$ cat src/rtl/abd_pkg.sv
package abd_pkg;

    // Externally visible status codes
    localparam logic [1:0] STAT_UNINIT   = 2'd0;
    localparam logic [1:0] STAT_READY    = 2'd1;
    localparam logic [1:0] STAT_COUNTING = 2'd2;

    // Control state machine
    typedef enum logic [2:0] {
        F_UNINIT   = 3'd0,
        F_IDLE     = 3'd1,
        F_ARMED    = 3'd2,
        F_MEASURE  = 3'd3,
        F_DETACHED = 3'd4
    } fsm_e;

endpackage

$ cat src/rtl/abd_rx_edge.sv
module abd_rx_edge #(
    parameter int SYNC_STAGES = 2
) (
    input  logic clk,
    input  logic rst_n,
    input  logic rx_async,
    output logic rx_fall,
    output logic rx_rise
);
    localparam int NS = (SYNC_STAGES < 2) ? 2 : SYNC_STAGES;

    logic [NS-1:0] sync_q;
    logic          prev_q;

    // Synchroniser chain, idle-high reset
    generate
        for (genvar g = 0; g < NS; g++) begin : g_stage
            if (g == 0) begin : g_first
                always_ff @(posedge clk or negedge rst_n) begin
                    if (!rst_n) sync_q[0] <= 1'b1;
                    else        sync_q[0] <= rx_async;
                end
            end else begin : g_next
                always_ff @(posedge clk or negedge rst_n) begin
                    if (!rst_n) sync_q[g] <= 1'b1;
                    else        sync_q[g] <= sync_q[g-1];
                end
            end
        end
    endgenerate

    always_ff @(posedge clk or negedge rst_n) begin
        if (!rst_n) prev_q <= 1'b1;
        else        prev_q <= sync_q[NS-1];
    end

    assign rx_fall = prev_q & ~sync_q[NS-1];
    assign rx_rise = ~prev_q & sync_q[NS-1];

endmodule

$ cat src/rtl/abd_width_meter.sv
module abd_width_meter #(
    parameter int CNT_W = 16
) (
    input  logic             clk,
    input  logic             rst_n,
    input  logic             load_first,
    input  logic             run,
    input  logic             latch,
    output logic [CNT_W-1:0] result
);
    localparam logic [CNT_W-1:0] CNT_MAX = {CNT_W{1'b1}};
    localparam logic [CNT_W-1:0] CNT_ONE = {{(CNT_W-1){1'b0}}, 1'b1};

    logic [CNT_W-1:0] live_q;
    logic [CNT_W-1:0] result_q;

    // Live counter: first low cycle counts as one, saturating
    always_ff @(posedge clk or negedge rst_n) begin
        if (!rst_n) begin
            live_q <= '0;
        end else if (load_first) begin
            live_q <= CNT_ONE;
        end else if (run && !latch && live_q != CNT_MAX) begin
            live_q <= live_q + CNT_ONE;
        end
    end

    // Result register holds the last completed measurement
    always_ff @(posedge clk or negedge rst_n) begin
        if (!rst_n)     result_q <= '0;
        else if (latch) result_q <= live_q;
    end

    assign result = result_q;

endmodule

$ cat src/rtl/abd_ctrl.sv
module abd_ctrl
    import abd_pkg::*;
(
    input  logic       clk,
    input  logic       rst_n,
    input  logic       wr,
    input  logic       wr_start,
    input  logic       wr_ie,
    input  logic       fall,
    input  logic       rise,
    output logic [1:0] status,
    output logic       start,
    output logic       go,
    output logic       run,
    output logic       finish,
    output logic       event_hit
);
    fsm_e cur_q, nxt;

    // State register
    always_ff @(posedge clk or negedge rst_n) begin
        if (!rst_n) cur_q <= F_UNINIT;
        else        cur_q <= nxt;
    end

    // Transitions and per-cycle strobes
    always_comb begin
        nxt       = cur_q;
        go        = 1'b0;
        finish    = 1'b0;
        event_hit = 1'b0;
        unique case (cur_q)
            F_UNINIT: begin
                if (wr && (wr_start || wr_ie))
                    nxt = wr_start ? F_ARMED : F_IDLE;          // wake
            end
            F_IDLE: begin
                if (wr && wr_start) nxt = F_ARMED;              // arm
            end
            F_ARMED: begin
                if (fall) begin
                    nxt = F_MEASURE;                            // go
                    go  = 1'b1;
                end else if (wr && !wr_start) begin
                    nxt = F_IDLE;                               // disarm
                end
            end
            F_MEASURE: begin
                if (rise) begin
                    nxt       = F_IDLE;                         // finish
                    finish    = 1'b1;
                    event_hit = 1'b1;
                end else if (wr && !wr_start) begin
                    nxt = F_DETACHED;                           // detach
                end
            end
            F_DETACHED: begin
                if (rise) event_hit = 1'b1;                     // orphan-rise
                if (wr && wr_start) nxt = F_MEASURE;            // reattach
            end
            default: nxt = F_UNINIT;
        endcase
    end

    // Outputs decoded from the state
    always_comb begin
        status = STAT_UNINIT;
        start  = 1'b0;
        run    = 1'b0;
        unique case (cur_q)
            F_UNINIT:   status = STAT_UNINIT;
            F_IDLE:     status = STAT_READY;
            F_ARMED: begin
                status = STAT_READY;
                start  = 1'b1;
            end
            F_MEASURE: begin
                status = STAT_COUNTING;
                start  = 1'b1;
                run    = 1'b1;
            end
            F_DETACHED: begin
                status = STAT_COUNTING;
                run    = 1'b1;
            end
            default: status = STAT_UNINIT;
        endcase
    end

endmodule

$ cat src/rtl/autobaud_meter.sv
module autobaud_meter #(
    parameter int CNT_W       = 16,
    parameter int SYNC_STAGES = 2
) (
    input  logic             clk,
    input  logic             rst_n,
    input  logic             rx_in,
    input  logic             cfg_wr,
    input  logic             cfg_start,
    input  logic             cfg_irq_en,
    input  logic             irq_clr,
    output logic [1:0]       state_code,
    output logic             start_bit,
    output logic             irq_en,
    output logic             irq_flag,
    output logic [CNT_W-1:0] pulse_count
);
    logic fall, rise;
    logic go, run, finish, event_hit;
    logic ie_q, flag_q;

    abd_rx_edge #(.SYNC_STAGES(SYNC_STAGES)) u_edge (
        .clk      (clk),
        .rst_n    (rst_n),
        .rx_async (rx_in),
        .rx_fall  (fall),
        .rx_rise  (rise)
    );

    abd_ctrl u_ctrl (
        .clk       (clk),
        .rst_n     (rst_n),
        .wr        (cfg_wr),
        .wr_start  (cfg_start),
        .wr_ie     (cfg_irq_en),
        .fall      (fall),
        .rise      (rise),
        .status    (state_code),
        .start     (start_bit),
        .go        (go),
        .run       (run),
        .finish    (finish),
        .event_hit (event_hit)
    );

    abd_width_meter #(.CNT_W(CNT_W)) u_meter (
        .clk        (clk),
        .rst_n      (rst_n),
        .load_first (go),
        .run        (run),
        .latch      (finish),
        .result     (pulse_count)
    );

    // Interrupt enable register, loaded on each control write
    always_ff @(posedge clk or negedge rst_n) begin
        if (!rst_n)      ie_q <= 1'b0;
        else if (cfg_wr) ie_q <= cfg_irq_en;
    end

    // Interrupt flag: set by an enabled event, write-one-to-clear
    always_ff @(posedge clk or negedge rst_n) begin
        if (!rst_n)                 flag_q <= 1'b0;
        else if (event_hit && ie_q) flag_q <= 1'b1;
        else if (irq_clr)           flag_q <= 1'b0;
    end

    assign irq_en   = ie_q;
    assign irq_flag = flag_q;

endmodule

$ cat config.mk
export PLATFORM = sky130hd
export DESIGN_NAME = autobaud_meter
export DESIGN_NICKNAME = d
export VERILOG_FILES = /design/src/rtl/abd_pkg.sv /design/src/rtl/abd_rx_edge.sv /design/src/rtl/abd_width_meter.sv /design/src/rtl/abd_ctrl.sv /design/src/rtl/autobaud_meter.sv
export SDC_FILE = /design/constraint.sdc
export NUM_CORES = 1
export LEC_CHECK = 0
export BUFFER_PORTS_ARGS = -buffer_cell sky130_fd_sc_hd__buf_2
export CAP_MARGIN = 20
export CORE_ASPECT_RATIO = 0.9
export CORE_UTILIZATION = 35
export CTS_CLUSTER_DIAMETER = 50
export DETAILED_ROUTE_END_ITERATION = 10
export SYNTH_ARGS = -nofsm -noshare
export SYNTH_HDL_FRONTEND = slang
export SYNTH_SLANG_ARGS = --single-unit
$ cat constraint.sdc
create_clock -name clk -period 3.9 [get_ports clk]
set_input_delay 0.39 -clock clk [delete_from_list [all_inputs] [get_ports clk]]
set_output_delay 0.39 -clock clk [all_outputs]
set_load 0.02 [all_outputs]
**Word-level counts from Yosys, hierarchy flattened**

Cells that the tools add are included.

- Input bits: 7
- Flip-flop bits (word level): 40
- Logic and storage cells: 60
- Output and inout port bits: 21

- Reduce and logical (&&, ||, !) cells: 16
- Equal/unequal tests: 10
- Mux-type cells: 21
- Add/sub/neg operators: 1
- Bitwise operators: 4

Operators with widths:

| kind | count |
|---|---|
| 16-bit two-way mux | 2 |
| 3-bit two-way mux | 7 |
| 16-bit by 1-bit adder with 16-bit output, second input constant | 1 |
| 16-bit inequality test, second input constant | 1 |
| 3-bit one-hot mux with 5 select lines | 1 |
| 1-bit two-way mux | 9 |
| 3-bit by 2-bit == test with 1-bit output, second input constant | 2 |
| 1-bit logical AND | 6 |
| 2-bit by 1-bit inequality test with 1-bit output, second input constant | 3 |
| 3-bit by 2-bit inequality test with 1-bit output, second input constant | 2 |
| 2-bit OR reduction | 3 |
| 5-bit AND reduction | 1 |
| 2-bit one-hot mux with 2 select lines | 1 |
| 2-bit nonzero test | 2 |
| 3-bit by 1-bit == test with 1-bit output, second input constant | 1 |
| 3-bit == test, second input constant | 1 |
| 3-bit zero test | 1 |
| 1-bit bitwise AND | 2 |
| 1-bit zero test | 2 |
| 2-bit two-way mux | 1 |
| 1-bit inverter | 2 |
| 1-bit logical OR | 1 |

**Depth between registers and ports, before layout**

Gate-level depths: netlist (run 1).

- Depth after elaboration: 9
- Mapped depth: 7
- Depth with buffers taken out: 5

**Hierarchy**

From an unflattened synthesis (run 1), not the netlist that was laid out.

- Cells, all modules: 172
- Area, all modules: 2020.7 um^2

Modules (own cells, without submodules):

| module | times used | area an instance (um^2) | seq. area each (um^2) | cells an instance |
|---|---|---|---|---|
| abd_width_meter | 1 | 1579.0 | 800.8 | 126 |
| abd_ctrl | 1 | 270.3 | 75.1 | 35 |
| abd_rx_edge | 1 | 93.8 | 78.8 | 5 |
| autobaud_meter | 1 | 77.6 | 50.0 | 6 |

**Worst setup path before layout (run 1)**

No wires, ideal clock.

- Path type: register -> register
- From: reg u_meter.live_q[0]
- To: reg u_meter.live_q[13]
- Arrival: 1.831 ns
- Stages on the path, launching flop included: 7
- Buffers on the path: 1
- Required time: 3.776 ns
- Path slack: 1.945 ns
- Clock period less this slack: 1.955 ns
- Setup time: 0.124 ns
- Cells stage by stage: dfrtp_1 -> ha_1 -> nand4_4 -> or4_4 -> buf_6 -> and4_4 -> a211o_1

- Cells in the longest elaborated chain, start to end: 3
- Elaborated cells between the ends (all ways): 6
- Classes of those cells: 1 x add/sub; 1 x eq/ne; 2 x mux; 2 x reduce/logical

Ends and longest elaborated chain:

| what | RTL line | RTL |
|---|---|---|
| start: declaration | abd_width_meter.sv:14 | `logic [CNT_W-1:0] live_q;` |
| start signal: assignment | abd_width_meter.sv:24 | `live_q <= live_q + CNT_ONE;` |
| 16-bit by 1-bit adder with 16-bit output / 16-bit inequality test (equally long branches) | abd_width_meter.sv:24, abd_width_meter.sv:23 |  |
| 16-bit two-way mux / 1-bit logical AND (equally long branches) | abd_width_meter.sv:23 | `end else if (run && !latch && live_q != CNT_MAX) begin` |
| 16-bit two-way mux / 2-bit nonzero test (equally long branches) | -- |  |

Several ways; a longest one is shown, not always the timed one. The select of a mux whose other input is x is not followed.
A chain may end at the register's enable or synchronous reset.

**Worst setup path in the final report (run 1)**

Same ends and word-level chain as after synthesis.

==> run summary, run 1 <==
crit-path max FO - 17
Starting Density - 0.3644
antenna cell count - 0
DR top layer - met4
flop2flop setup slack - 1.79 ns
CTS max path bufs - 2
max frequency - 473.9 MHz
Hold EP - u_edge.sync_q[0]
final hold violation count - 0
register area - 0.001005 mm^2
GPL Wtd Cong - 0.8294
Synth Instances - 188
clk root buf - clkbuf_8
Final Slew Violations - 0
Tmin final - 2.110 ns
Tightest Pin Transition - 0.8618 ns
CTS hold repair buffers - 0
fin crit share - 0.5410
clock latency on the worst-skew pair - 0.29 ns
flop and latch count out of synthesis - 40
hold_sp - rx_in
1st-pass router iterations - 4
cell count after placement - 275
final setup vio count - 0
Worst Skew - 0.005973 ns
Post-synth EDFFs - 0
clock-pin slew on the worst setup and hold paths - 0.08 ns
crit path kind - flip-flop to flip-flop
Critical Path AT - 2.29 ns
total CTS buffers - 5
Leak - 1.120 nW
status - finished, final reports clean
vias in the first global route - 1,562
worst hold slack - 0.1955 ns
filler instances - 538
Worst R2R Path Depth - 5
Setup Fix Bufs, Post-CTS - 0
Setup TNS - 0 ns
Seq/Total Area, Yosys - 0.4843
Net count, final - 220
worst hold-check path type - input port to flip-flop
gr ovfl total - 0
CTS H-tree depth - 2
Worst slew margin - 0.4255
Syn Nets - 196
hold depth - 1
worst endpoint required time - 4.08 ns
initial antenna violation count - 0
WL met1 - 2.102 mm
Synth Flop Type - dfrtp_1
Non-Filler Instances - 283
Post-DRT Antenna Nets - 0
dpl cell area - 0.002243 mm^2
GRT Total Usage - 0.1486
detailed placement HPWL - 2.903 mm
clock sinks - 40
DRT iter0 DRCs - 157
design area - 0.002370 mm^2
YS warnings - 0
I/O Buffers - 27
DRC - 0
first-pass GRT wire length - 7.279 mm
Core Area - 0.005693 mm^2
Die W - 83.15 um
drt wl/cell - 15.00 um
FP Rows - 26
r2r endpoint - u_meter.live_q[13]
Post-Syn Area per Cell - 11.03 um^2
TritonCTS clock tree - done
die height - 75.04 um
largest net degree at the start of global routing - 41
r2r startpoint - u_meter.live_q[0]
met3 WL - 186 um
pwr/cell area - 548.7 mW/mm^2
Syn-to-layout area delta - 14.23%
area of the multi-input gates - 989.7 um^2
share of layout cells above drive strength 1 - 0.3192
RSZ-0062 raised after global routing - no
die area - 0.006239 mm^2
max cap viols - 0
Max VDD drop - 0.2347 mV
metal2 WL - 1.910 mm
final wirelength - 4.246 mm
Ports - 28
final setup margin - 1.790 ns
asr flop ratio synth - 1.000
via count - 1,570
Synth cell types - 54
Place WS - 1.808 ns
Startpoint Class - flip-flop
vias per cell - 5.548
Resized cells post-CTS - 0
Synth Cell Area - 0.002074 mm^2
Worst setup EP type - flip-flop
## state kept, by name, indices dropped and copies added, names as in the netlist
name / flops
u_meter.live_q: 16
u_edge.sync_q: 2
irq_en: 1
irq_flag: 1
u_ctrl.cur_q: 3
u_edge.prev_q: 1
u_meter.result: 16
## layer usage
metal  GRT usage  up-vias
met5           0        -
met4     0.05172        0
met3     0.03399        4
met2      0.2432       41
met1      0.1976      763
li1            -      762
## layout make-up
type                            count  area share
Multi-Input combinational cell    133      0.4176
Clock inverter                      1     0.01267
Tap cell                           70     0.03696
Inverter                            3    0.004752
Clock buffer                        7     0.04065
Timing Repair Buffer               29     0.06336
Sequential cell                    40      0.4240
## cell usage after synthesis (4+ instances only)
| master | n | area [um^2] |
|---|---|---|
| or4_1 | 5 | 37.54 |
| dfrtp_1 | 37 | 925.9 |
| mux2i_1 | 6 | 60.06 |
| nand2_1 | 12 | 45.04 |
| nor4_1 | 4 | 25.02 |
| buf_2 | 7 | 35.03 |
| mux2_2 | 18 | 202.7 |
| nor2_1 | 8 | 30.03 |
| a21oi_1 | 7 | 35.03 |
| nand3_1 | 8 | 40.04 |
| o21ai_0 | 4 | 20.02 |
| nand4_1 | 8 | 50.05 |
| nor3_1 | 4 | 20.02 |
## cell usage in the layout (no fill, tap or decap), types with 4 or more instances in the layout
master | synthesis | routed
mux2i_1 | 6 | 6
dfrtp_1 | 37 | 37
clkbuf_8 | 0 | 7
nand3_1 | 8 | 8
buf_2 | 7 | 27
nand4_1 | 8 | 8
nor4_1 | 4 | 4
mux2_2 | 18 | 18
nor3_1 | 4 | 4
a21oi_1 | 7 | 7
o21ai_0 | 4 | 4
nor2_1 | 8 | 8
or4_1 | 5 | 5
nand2_1 | 12 | 12
## logic make-up after synthesis
logic type | share of synthesized area
and+or+nand+nor | 0.2322
xor gates and xnor gates | 0.004223
AOI/OAI and AO/OA | 0.1080
DFF | 0.4843
adders and majority gates | 0.006030
buffers and inverters | 0.03860
muxes | 0.1267
## stage by stage
step                      power [mW]  utilization
after global routing           1.382       0.4163
after floorplan               0.8418            -
final                          1.300       0.4163
after detailed placement      0.9389       0.3941
after CTS                      1.314       0.4163
after global placement        0.9371       0.3941
## worst max-delay path by stage
| stage | from | end | slack [ns] |
|---|---|---|---|
| 3_5_place_dp | u_meter.live_q[0] | u_meter.live_q[13] | 1.81 |
| 3_3_place_gp | u_meter.live_q[0] | u_meter.live_q[14] | 1.84 |
| 6_report | u_meter.live_q[0] | u_meter.live_q[13] | 1.79 |
| 2_1_floorplan | u_meter.live_q[0] | u_meter.live_q[13] | 1.94 |
| 4_1_cts | u_meter.live_q[0] | u_meter.live_q[13] | 1.79 |
| 5_1_grt | u_meter.live_q[0] | u_meter.live_q[10] | 1.61 |
## power by group
group          switching (mW)  internal, mW  total [mW]
logic                   0.237         0.148       0.385
registers              0.0734         0.471       0.544
clock network           0.145         0.226       0.371
total                   0.455         0.845        1.30
## critical path: stages, from the launching register on
cell	delay [ns]
dfrtp_1	0.42
ha_1	0.30
nand4_4	0.18
nor4_4	0.74
nor4_1	0.12
a211o_1	0.25
Note: power is estimated with default switching activity, not from simulation.
==> run 2: changes to the inputs <==
==> constraint.sdc (replaced) <==
create_clock -name clk -period 2.1 [get_ports clk]
set_input_delay 0.21 -clock clk [delete_from_list [all_inputs] [get_ports clk]]
set_output_delay 0.21 -clock clk [all_outputs]
set_load 0.02 [all_outputs]
==> run summary, run 2 (synthesis gave the netlist of run 1 again) <==
status - finished, final reports clean (unchanged)
Tmin final - 2.018 ns (was 2.110 ns)
worst hold-check path type - input port to flip-flop (unchanged)
share of layout cells above drive strength 1 - 0.3656 (was 0.3192)
I/O Buffers - 27 (unchanged)
Non-Filler Instances - 297 (was 283)
met1 usage - 0.1897 (was 0.1976)
1st-pass router iterations - 4 (unchanged)
die area - 0.006239 mm^2 (unchanged)
final hold violation count - 0 (unchanged)
Die W - 83.15 um (unchanged)
RSZ-0062 raised after global routing - yes (was no)
TritonCTS clock tree - done (unchanged)
Max VDD drop - 0.4026 mV (was 0.2347 mV)
FP Rows - 26 (unchanged)
clk root buf - clkbuf_8 (unchanged)
Post-DRT Antenna Nets - 0 (unchanged)
final wirelength - 4.463 mm (was 4.246 mm)
clock-pin slew on the worst setup and hold paths - 0.08 ns (about the same)
CTS max path bufs - 2 (unchanged)
initial antenna violation count - 0 (unchanged)
filler instances - 536 (was 538)
vias in the first global route - 1,539 (was 1,562)
max frequency - 495.6 MHz (was 473.9 MHz)
CTS H-tree depth - 2 (unchanged)
Worst slew margin - 0.6702 (was 0.4255)
gr busiest metal - met2 (unchanged)
Place WS - 0.06827 ns (was 1.808 ns)
Leak - 1.191 nW (was 1.120 nW)
Core Area - 0.005693 mm^2 (unchanged)
DRC - 0 (unchanged)
cell count after placement - 285 (was 275)
via count - 1,640 (was 1,570)
first-pass GRT wire length - 7.300 mm (was 7.279 mm)
Critical Path AT - 2.20 ns (was 2.29 ns)
Worst Skew - 0.005327 ns (was 0.005973 ns)
Starting Density - 0.3644 (unchanged)
GRT Total Usage - 0.1494 (was 0.1486)
vias per cell - 5.522 (was 5.548)
crit path kind - flip-flop to flip-flop (unchanged)
largest net degree at the start of global routing - 41 (unchanged)
Net count, final - 234 (was 220)
antenna cell count - 0 (unchanged)
gr ovfl total - 0 (unchanged)
worst hold slack - 0.1570 ns (was 0.1955 ns)
drt wl/cell - 15.03 um (was 15.00 um)
commonest non-fill, non-tap cell in the layout - dfrtp_1 (unchanged)
Tightest Pin Transition - 0.4915 ns (was 0.8618 ns)
clock latency on the worst-skew pair - 0.30 ns (was 0.29 ns)
crit-path max FO - 6 (was 17)
die height - 75.04 um (unchanged)
fin crit share - 0.9608 (was 0.5410)
Final Slew Violations - 0 (unchanged)
grt met3 use - 0.03399 (unchanged)
commonest non-fill, non-tap cells in the layout - dfrtp_1 (37), buf_2 (27), mux2_2 (18) (unchanged)
DRT iter0 DRCs - 120 (was 157)
max cap viols - 0 (unchanged)
final core occ - 0.4398 (was 0.4163)
GPL Wtd Cong - 0.8388 (was 0.8294)
Syn-to-layout area delta - 20.69% (was 14.23%)
detailed placement HPWL - 3.089 mm (was 2.903 mm)
total CTS buffers - 5 (unchanged)
Startpoint Class - flip-flop (unchanged)
Worst setup EP type - flip-flop (unchanged)
Setup TNS - 0 ns (unchanged)
pwr/cell area - 1001 mW/mm^2 (was 548.7 mW/mm^2)
final setup margin - 0.08225 ns (was 1.790 ns)
final setup vio count - 0 (unchanged)
worst endpoint required time - 2.28 ns (was 4.08 ns)
clock sinks - 40 (unchanged)
Ports - 28 (unchanged)
GR Util met2 - 0.2514 (was 0.2432)
==> run 2: layout make-up <==
cell class | count | area (um^2) | area share
clock inverters | 1 | 30.03 | 0.01199
clock buffers | 7 | 96.34 | 0.03848
flip-flops and latches | 40 | 1005 | 0.4013
inverters | 3 | 11.26 | 0.004498
multi-input cells | 133 | 1001 | 0.3998
well taps | 70 | 87.58 | 0.03498
repair buffers | 43 | 272.8 | 0.1089
==> run 2: critical path, cell delays in order, from the launching register on <==
cell	delay [ns]
dfrtp_1	0.41
ha_2	0.26
nand4_4	0.16
or4_4	0.61
and4_4	0.20
a211o_1	0.26
==> run 2: power breakdown <==
group | switching, mW | internal, mW
clock network | 0.271 | 0.419
logic | 0.490 | 0.341
registers | 0.109 | 0.875
total | 0.870 | 1.64
==> run 2: timing repair <==
item / 4_1_cts / 5_1_grt
endpoints found under the hold margin: 37 / 1
endpoints found under the setup margin: 0 / 7
hold buffers: 1 / 1
buffers inserted: 0 / 2
gates resized for setup: 0 / 4
==> run 2: metal layers <==
layer | part of all wire | vias up
met2 | 0.46 | 38
met1 | 0.48 | 805
met4 | 0.017 | 0
li1 | - | 789
met5 | 0 | -
met3 | 0.042 | 8
==> run 2: worst paths after layout <==
| path | start | endpoint | slack (ns) | depth (start not counted) |
|---|---|---|---|---|
| worst min-delay path | cfg_irq_en | irq_en | 0.16 | 2 |
| worst min register to register | u_edge.sync_q[0] | u_edge.sync_q[1] | 0.36 | 0 |
| min in group asynchronous | rst_n | u_ctrl.cur_q[0] | 0.40 | 3 |
| max in group asynchronous | rst_n | u_edge.prev_q | 1.43 | 3 |
| worst max-delay path | u_meter.live_q[0] | u_meter.live_q[13] | 0.08 | 5 |
| worst max register to register | u_meter.live_q[0] | u_meter.live_q[13] | 0.08 | 5 |
==> run 2: metrics by stage <==
step	area [um^2]	power, mW
3_5_place_dp	2331	1.814
4_1_cts	2467	2.515
5_1_grt	2504	2.651
3_3_place_gp	2331	1.812
2_1_floorplan	2074	1.563
6_report	2504	2.505
